--- config.mk ---
export PLATFORM = sky130hd
export DESIGN_NAME = opstate_ctrl
export DESIGN_NICKNAME = d
export VERILOG_FILES = /design/src/rtl/opstate_pkg.sv /design/src/rtl/opstate_decode.sv /design/src/rtl/opstate_req_timer.sv /design/src/rtl/opstate_ctrl.sv
export SDC_FILE = /design/constraint.sdc
export NUM_CORES = 1
export LEC_CHECK = 0
export BUFFER_PORTS_ARGS = -buffer_cell sky130_fd_sc_hd__buf_2
export CORE_AREA = 2 2 39 41
export CTS_CLUSTER_DIAMETER = 30
export CTS_CLUSTER_SIZE = 28
export DETAILED_ROUTE_END_ITERATION = 16
export DIE_AREA = 0 0 41 43
export GPL_TIMING_DRIVEN = 1
export PLACE_DENSITY_LB_ADDON = 0.25
export SLEW_MARGIN = 20
export SYNTH_ARGS = -nofsm -noshare
export SYNTH_HDL_FRONTEND = slang
export SYNTH_SLANG_ARGS = --single-unit
--- constraint.sdc ---
create_clock -name clk -period 1.7 [get_ports clk]
set_input_delay 0.255 -clock clk [delete_from_list [all_inputs] [get_ports clk]]
set_output_delay 0.255 -clock clk [all_outputs]
set_load 0.005 [all_outputs]
--- src/rtl/opstate_pkg.sv ---
package opstate_pkg;

  typedef enum logic [2:0] {
    ST_INIT     = 3'd0,
    ST_CONFIG   = 3'd1,
    ST_CFG_REQ  = 3'd2,
    ST_ACCESS   = 3'd3,
    ST_ACC_REQ  = 3'd4,
    ST_LOWPWR   = 3'd5,
    ST_LP_ENTRY = 3'd6,
    ST_LP_EXIT  = 3'd7
  } op_state_t;

  localparam logic [2:0] CMD_INIT   = 3'd0;
  localparam logic [2:0] CMD_CONFIG = 3'd1;
  localparam logic [2:0] CMD_GO     = 3'd2;
  localparam logic [2:0] CMD_SLEEP  = 3'd3;
  localparam logic [2:0] CMD_WAKEUP = 3'd4;

  localparam logic [2:0] TRIG_NONE = 3'd0;
  localparam logic [2:0] TRIG_HW   = 3'd1;
  localparam logic [2:0] TRIG_SW   = 3'd2;

endpackage

--- src/rtl/opstate_decode.sv ---
module opstate_decode
  import opstate_pkg::*;
(
  input  op_state_t   state,
  input  logic        cmd_wr,
  input  logic [2:0]  cmd_code,
  input  logic        hw_lp_enable,
  input  logic        hw_lp_request,
  input  logic [2:0]  trig,
  output logic        take,
  output op_state_t   next_state,
  output logic [2:0]  next_trig
);

  always_comb begin
    take       = 1'b0;
    next_state = state;
    next_trig  = trig;
    unique case (state)
      ST_INIT: begin
        if (cmd_wr && cmd_code == CMD_CONFIG) begin
          take       = 1'b1;
          next_state = ST_CFG_REQ;
        end
      end
      ST_CONFIG: begin
        if (cmd_wr && cmd_code == CMD_GO) begin
          take       = 1'b1;
          next_state = ST_ACC_REQ;
        end else if (cmd_wr && cmd_code == CMD_INIT) begin
          take       = 1'b1;
          next_state = ST_INIT;
        end
      end
      ST_ACCESS: begin
        if (cmd_wr && cmd_code == CMD_CONFIG) begin
          take       = 1'b1;
          next_state = ST_CFG_REQ;
        end else if (cmd_wr && cmd_code == CMD_SLEEP) begin
          take       = 1'b1;
          next_state = ST_LP_ENTRY;
          next_trig  = TRIG_SW;
        end else if (hw_lp_enable && hw_lp_request) begin
          take       = 1'b1;
          next_state = ST_LP_ENTRY;
          next_trig  = TRIG_HW;
        end
      end
      ST_LOWPWR: begin
        if (trig == TRIG_HW) begin
          if (!hw_lp_request) begin
            take       = 1'b1;
            next_state = ST_LP_EXIT;
          end
        end else if (cmd_wr && cmd_code == CMD_WAKEUP) begin
          take       = 1'b1;
          next_state = ST_LP_EXIT;
        end
      end
      default: begin
        take = 1'b0;
      end
    endcase
  end

endmodule

--- src/rtl/opstate_req_timer.sv ---
module opstate_req_timer #(
  parameter int REQ_CYCLES = 4
) (
  input  logic clk,
  input  logic rst_n,
  input  logic in_req,
  input  logic ack,
  output logic done
);

  localparam int CW = (REQ_CYCLES < 2) ? 1 : $clog2(REQ_CYCLES);
  localparam logic [CW-1:0] LAST = CW'(REQ_CYCLES - 1);

  logic [CW-1:0] cnt_q, cnt_d;
  logic          cnt_en;

  assign done   = in_req && (ack || cnt_q == LAST);
  assign cnt_en = in_req || (cnt_q != '0);

  always_comb begin
    if (!in_req || done) cnt_d = '0;
    else                 cnt_d = cnt_q + 1'b1;
  end

  always_ff @(posedge clk or negedge rst_n) begin
    if (!rst_n)      cnt_q <= '0;
    else if (cnt_en) cnt_q <= cnt_d;
  end


  req_window_chk: assert property (@(posedge clk) disable iff (!rst_n)
    cnt_q <= LAST);


  req_clear_chk: assert property (@(posedge clk) disable iff (!rst_n)
    !in_req |=> cnt_q == '0);

endmodule

--- src/rtl/opstate_ctrl.sv ---
module opstate_ctrl
  import opstate_pkg::*;
#(
  parameter int REQ_CYCLES = 4
) (
  input  logic       clk,
  input  logic       rst_n,
  input  logic       cmd_wr,
  input  logic [2:0] cmd_code,
  input  logic       hw_lp_enable,
  input  logic       hw_lp_request,
  input  logic       req_ack,
  output logic [6:0] stat_o
);

  op_state_t  state_q, state_d, dec_next;
  logic [2:0] trig_q, trig_d, dec_trig;
  logic       dec_take, in_req, req_done;

  assign in_req = (state_q == ST_CFG_REQ) || (state_q == ST_ACC_REQ) ||
                  (state_q == ST_LP_ENTRY) || (state_q == ST_LP_EXIT);

  opstate_decode u_decode (
    .state         (state_q),
    .cmd_wr        (cmd_wr),
    .cmd_code      (cmd_code),
    .hw_lp_enable  (hw_lp_enable),
    .hw_lp_request (hw_lp_request),
    .trig          (trig_q),
    .take          (dec_take),
    .next_state    (dec_next),
    .next_trig     (dec_trig)
  );

  opstate_req_timer #(.REQ_CYCLES(REQ_CYCLES)) u_timer (
    .clk    (clk),
    .rst_n  (rst_n),
    .in_req (in_req),
    .ack    (req_ack),
    .done   (req_done)
  );

  always_comb begin
    state_d = state_q;
    trig_d  = trig_q;
    if (req_done) begin
      unique case (state_q)
        ST_CFG_REQ:  state_d = ST_CONFIG;
        ST_ACC_REQ:  state_d = ST_ACCESS;
        ST_LP_ENTRY: state_d = ST_LOWPWR;
        ST_LP_EXIT: begin
          state_d = ST_ACCESS;
          trig_d  = TRIG_NONE;
        end
        default:     state_d = state_q;
      endcase
    end else if (dec_take) begin
      state_d = dec_next;
      trig_d  = dec_trig;
    end
  end

  always_ff @(posedge clk or negedge rst_n) begin
    if (!rst_n) begin
      state_q <= ST_INIT;
      trig_q  <= TRIG_NONE;
    end else begin
      state_q <= state_d;
      trig_q  <= trig_d;
    end
  end

  assign stat_o = {trig_q, 1'b0, state_q};


  cfg_entry_chk: assert property (@(posedge clk) disable iff (!rst_n)
    (state_q == ST_CONFIG && $past(state_q) != ST_CONFIG) |->
      $past(state_q) == ST_CFG_REQ);


  lp_hold_chk: assert property (@(posedge clk) disable iff (!rst_n)
    state_q == ST_LOWPWR |=> (state_q == ST_LOWPWR || state_q == ST_LP_EXIT));


  lp_exit_dest_chk: assert property (@(posedge clk) disable iff (!rst_n)
    state_q == ST_LP_EXIT |=> (state_q == ST_LP_EXIT || state_q == ST_ACCESS));


  trig_scope_chk: assert property (@(posedge clk) disable iff (!rst_n)
    trig_q != TRIG_NONE |->
      (state_q == ST_LOWPWR || state_q == ST_LP_ENTRY || state_q == ST_LP_EXIT));


  hw_wake_chk: assert property (@(posedge clk) disable iff (!rst_n)
    (state_q == ST_LOWPWR && trig_q == TRIG_HW && hw_lp_request) |=>
      state_q == ST_LOWPWR);


  req_ignore_chk: assert property (@(posedge clk) disable iff (!rst_n)
    state_q == ST_ACC_REQ |=> (state_q == ST_ACC_REQ || state_q == ST_ACCESS));

endmodule

# Word level (Yosys, flattened, before mapping)

Index checks and enable logic that the tools add are counted.

Flip-flop bits (word level): 8
Bits of input ports: 9
Output and inout port bits: 7
Word-level logic and storage cells: 80

Add/sub/neg operators: 1
Equal/unequal tests: 21
Multiplexer cells: 31
Reduce and logical (&&, ||, !) cells: 24

Operators by type and width:

| kind                | number |
|---|---|
| $mux 3              | 18 |
| $eq 3x3->1 const B  | 5 |
| $eq 3x2->1 const B  | 4 |
| $pmux 3 s4          | 1 |
| $eq 3x1->1 const B  | 3 |
| $mux 1              | 9 |
| $pmux 3 s3          | 1 |
| $ne 4x1->1 const B  | 2 |
| $reduce_and 8->1    | 1 |
| $logic_and 1x1->1   | 7 |
| $logic_not 3->1     | 2 |
| $logic_or 1x1->1    | 6 |
| $reduce_bool 2->1   | 3 |
| $ne 5x1->1 const B  | 1 |
| $reduce_and 5->1    | 1 |
| $reduce_bool 5->1   | 1 |
| $ne 4x3->1 const B  | 1 |
| $ne 4x4->1 const B  | 1 |
| $pmux 1 s4          | 1 |
| $ne 3x1->1 const B  | 1 |
| $reduce_bool 3->1   | 1 |
| $add 2x1->2 const B | 1 |
| $eq 2x2->1 const B  | 1 |
| $mux 2              | 1 |
| 4 further kinds     | 4 |

# Logic depth before layout (Yosys ltp)

Depth in word-level cells: 7
Gate-level depth with buffers: 6
Mapped depth without buffers: 6

# Hierarchy

Synthesis repeated with hierarchy kept, for this count alone.

Cell total of the unflattened synthesis: 75
Area total of the unflattened synthesis: 665.6 um^2

Modules (own cells, without submodules):

| module            | instances | cells each | area an instance (um^2) | seq. area each (um^2) |
|---|---|---|---|---|
| opstate_ctrl      | 1         | 27         | 306.5                   | 150.1 |
| opstate_decode    | 1         | 36         | 232.7                   | 0.0 |
| opstate_req_timer | 1         | 12         | 126.4                   | 50.0 |

# Worst setup path after synthesis

OpenSTA, ideal clock, no wires.

Path type: register -> register
Start: register state_q[0]
End: register state_q[2]
Setup time: 0.136 ns
Arrival: 1.391 ns
Required time: 1.564 ns
Setup slack: 0.173 ns
Cell stages (with the launch flop): 6
Path buffers: 1
Period minus slack after synthesis: 1.527 ns
Path through: dfrtp_1 buf_6 or3_1 and4_4 nor4_2 a311oi_2

Word-level cells in the longest chain between the ends: 7
Elaborated cells between the ends (all ways): 27
Classes of those cells: eq/ne (13); mux (5); reduce/logical (9)

Ends and longest elaborated chain:

| element                                      | line                                   | text |
|---|---|---|
| start: declaration                           | opstate_ctrl.sv:16                     | `op_state_t state_q, state_d, dec_next;` |
| start signal: assignment                     | opstate_ctrl.sv:68                     | `state_q <= state_d;` |
| $eq 3x2->1 or $eq 3x3->1 (tied branches)     | opstate_ctrl.sv:20, opstate_ctrl.sv:47 |  |
| $logic_or 1x1->1 (2 in series)               | opstate_ctrl.sv:20                     | `assign in_req = (state_q == ST_CFG_REQ) \|\| (state_q == ST_ACC_REQ) \|\|` |
| $logic_or 1x1->1                             | opstate_ctrl.sv:21                     | `(state_q == ST_LP_ENTRY) \|\| (state_q == ST_LP_EXIT);` |
| $logic_and 1x1->1                            | opstate_req_timer.sv:17                | `assign done = in_req && (ack \|\| cnt_q == LAST);` |
| $ne 5x1->1 (no line) (tied with other cells) | n/a                                    |  |
| $reduce_and 8->1 (no line)                   | n/a                                    |  |

Several ways; a longest one is shown, not always the timed one. The select of a mux whose other input is x is not followed.
A chain may end at the register's enable or synchronous reset.

# Worst setup path after layout

Start: register state_q[1]
End: register state_q[2]

Same word-level chain as after synthesis.

==> impl_metrics.tcl <==
set metrics [dict create \
    placed_cells 98 \
    antenna_found_initial 0 \
    synth_edf_count 0 \
    final_max_slew_viol_count 0 \
    crit_arrival_ps 1660 \
    path_buf_inv 0 \
    netlist.top_cell.by_area "dfrtp_1" \
    syn_avg_cell_area_sq_um 8.595 \
    post_cts_buffers 0 \
    synth_seq_cells 7 \
    cp-start-kind "flop" \
    power_switching_mw 0.4380 \
    synthTopCellsByCount "nand2_1 (9), dfrtp_1 (7), nor2_1 (6)" \
    post-dp-hpwl_um 972.2 \
    dieWidth_um 41 \
    maxCapViolCount 0 \
    power_frac_clock_pct 14.4 \
    grt_pass1_wl_um 1911 \
    cp-end-kind "flop" \
    finalClockSkew_ps 0.9489 \
    initial_core_util_pct 42.86 \
    p_seq_share_pct 29.9 \
    drive_gt1_share_pct 32.18 \
    rsz0062_at_grt "false" \
    grt_use_total_pct 15.92 \
    async_reset_ff_share_pct 100.0 \
    rows 14 \
    ys.flop_type "dfrtp_1" \
    grt_pass1_vias 483 \
    final_nets 99 \
    hold_class "primary input to flop" \
    slowest_delay_ps 420 \
    fillers 142 \
    grt_max_degree 10 \
    fin_cells 103 \
    finalHoldViolCount 0 \
    routed_wl_um 1173 \
    ant_nets 0 \
    fin_crit_sh_pct 90.76 \
    area_delta_synth_final_pct 18.99 \
    clk_latency_ps 250 \
    power_leakage_nw 0.3460 \
    io_buffers 13 \
    numCtsBuffers 3 \
    place_congestion 0.8137 \
    cp_cell_sequence "and4bb_2 -> o2111ai_1 -> and4_4 -> nor4_2 -> a311oi_2" \
    cp_slowest_cell "dfrtp_1" \
    power.density_nw_per_um2 1505 \
    finalSetupViolCount 0 \
    synthTopCellsByArea "dfrtp_1 (30%), nand2_1 (5.7%), a21oi_1 (4.2%), ha_1 (4.2%), nand3_1 (4.2%)" \
    crit_type "flop to flop" \
    syn-cell-area_sq_um 593.1 \
    wl_per_cell_um 11.39 \
    final.min_clock_period_ps 1543 \
    antenna_cells 0 \
    fmax_ghz 0.6481 \
    seq_area_sq_um 175.2 \
    clk_pin_slew_ps 50 \
    route.detailed.drc 0 \
    cp_top_family "simple AND/OR/NAND/NOR gates" \
    dieArea_sq_um 1763 \
    timing.setup.tns_ps 0 \
    p_sw_share_pct 41.24 \
    netlist_instances 69 \
    ir_drop_uv 692.7 \
    boundaryPins 16 \
    cp.required_ps 1820 \
    clockBufferDepth 2 \
    ys_types 32 \
    overflow 0 \
    die_y_um 43 \
    internal_power_mw 0.6241 \
    comb_power_share_pct 55.7 \
    drtPass1Iterations 4 \
    cts_tree "built" \
    cts_root_buffer "clkbuf_4" \
    viasPerCell 5.117 \
    multi_input_area_sq_um 364.1 \
    ys_seq_area_share_pct 29.54 \
    core_area_sq_um 1384 \
    outcome "completed" \
    cts-htree-levels 1 \
    crit_fanout 6 \
    clock_sinks 7 \
    yosys_warnings 0 \
    synth_top_area_share_pct 29.54 \
    synth_most_common_cell "nand2_1" \
    drt_iter0_markers 8 \
    via_count 527 \
]
-- power by group through the flow --
stage / clock network [mW] / logic, mW / registers, mW
after detailed placement: 0 / 0.591 / 0.322
final: 0.153 / 0.591 / 0.318
after floorplan: 0 / 0.493 / 0.289
after global placement: 0 / 0.581 / 0.319
after CTS: 0.159 / 0.596 / 0.319
after global routing: 0.172 / 0.660 / 0.332
-- layout by cell type (no fill, tap or decap), drive strengths merged, types with 2 or more instances in the layout --
cell and count:
buf 17, nand2 9, dfrtp 7, nor2 6
a21oi 5, nand3 5, inv 4, clkbuf 4
a31oi 2, o22ai 2, and2b 2, mux2 2
ha 2, conb 2
-- registers in the layout, indices dropped and copies added, names as in the netlist --
signal         flops
u_timer.cnt_q      2
trig_q             2
state_q            3
-- worst min-delay path: stages --
cell and delay, ps:
buf_2 90, nor3_1 40, a21oi_1 120
-- layer usage --
| metal | vias to the layer above | part of all wire (%) | global-route usage (%) |
|---|---|---|---|
| li1 | 277 | - | - |
| met1 | 238 | 45 | 19.60 |
| met2 | 12 | 51 | 25.00 |
| met3 | 0 | 4.0 | 3.141 |
| met4 | 0 | 0 | 8.000 |
| met5 | - | 0 | 0 |
-- kinds of logic (layout without fill, tap and decap cells) --
kind of cell | count (synthesis) | after routing | share of synthesized area [%]
fa+ha+maj | 2 | 2 | 4.219
simple gates | 32 | 32 | 32.70
compound gates | 14 | 14 | 16.24
mux | 3 | 3 | 5.485
other cells | 1 | 2 | 0.6323
flops | 7 | 7 | 29.54
xor+xnor | 1 | 1 | 1.477
buf+inv | 9 | 26 | 9.702
-- area by class of cell --
cell class | instances | share of cell area (%)
Sequential cell | 7 | 24.82
Timing Repair Buffer | 18 | 14.89
Inverter | 4 | 2.128
Clock buffer | 4 | 3.723
Tap cell | 16 | 2.837
Multi-Input combinational cell | 54 | 51.60
-- timing repair --
action	CTS	global route
resized for setup	0	0
setup endpoints to repair	0	0
hold buffers	1	0
endpoints found under the hold margin	7	0
-- per-stage QoR --
stage / power (mW) / hold slack [ps] / util [%] / setup WS, ps / instance area, sq um
final: 1.062 / 295.9 / 50.99 / 157.0 / 705.7
after detailed placement: 0.9128 / 100.9 / 48.37 / 158.6 / 669.4
after CTS: 1.074 / 297.5 / 50.99 / 153.8 / 705.7
after global routing: 1.164 / 320.4 / 50.99 / 22.59 / 705.7
after floorplan: 0.7813 / -40.59 / - / 173.2 / 596.8
after global placement: 0.8995 / 104.8 / 48.37 / 181.9 / 669.4
-- final timing paths --
path                                       start                to  slack [ps]  depth (start not counted)
worst min register to register  u_timer.cnt_q[0]  u_timer.cnt_q[0]         530                          1
worst max-delay path                  state_q[1]        state_q[2]         160                          5
max in group asynchronous                  rst_n        state_q[2]        1170                          2
min in group asynchronous                  rst_n  u_timer.cnt_q[0]         370                          2
worst min-delay path                     req_ack        state_q[0]         300                          3
worst max register to register        state_q[1]        state_q[2]         160                          5
No activity file was read; power rests on OpenSTA's default activity.
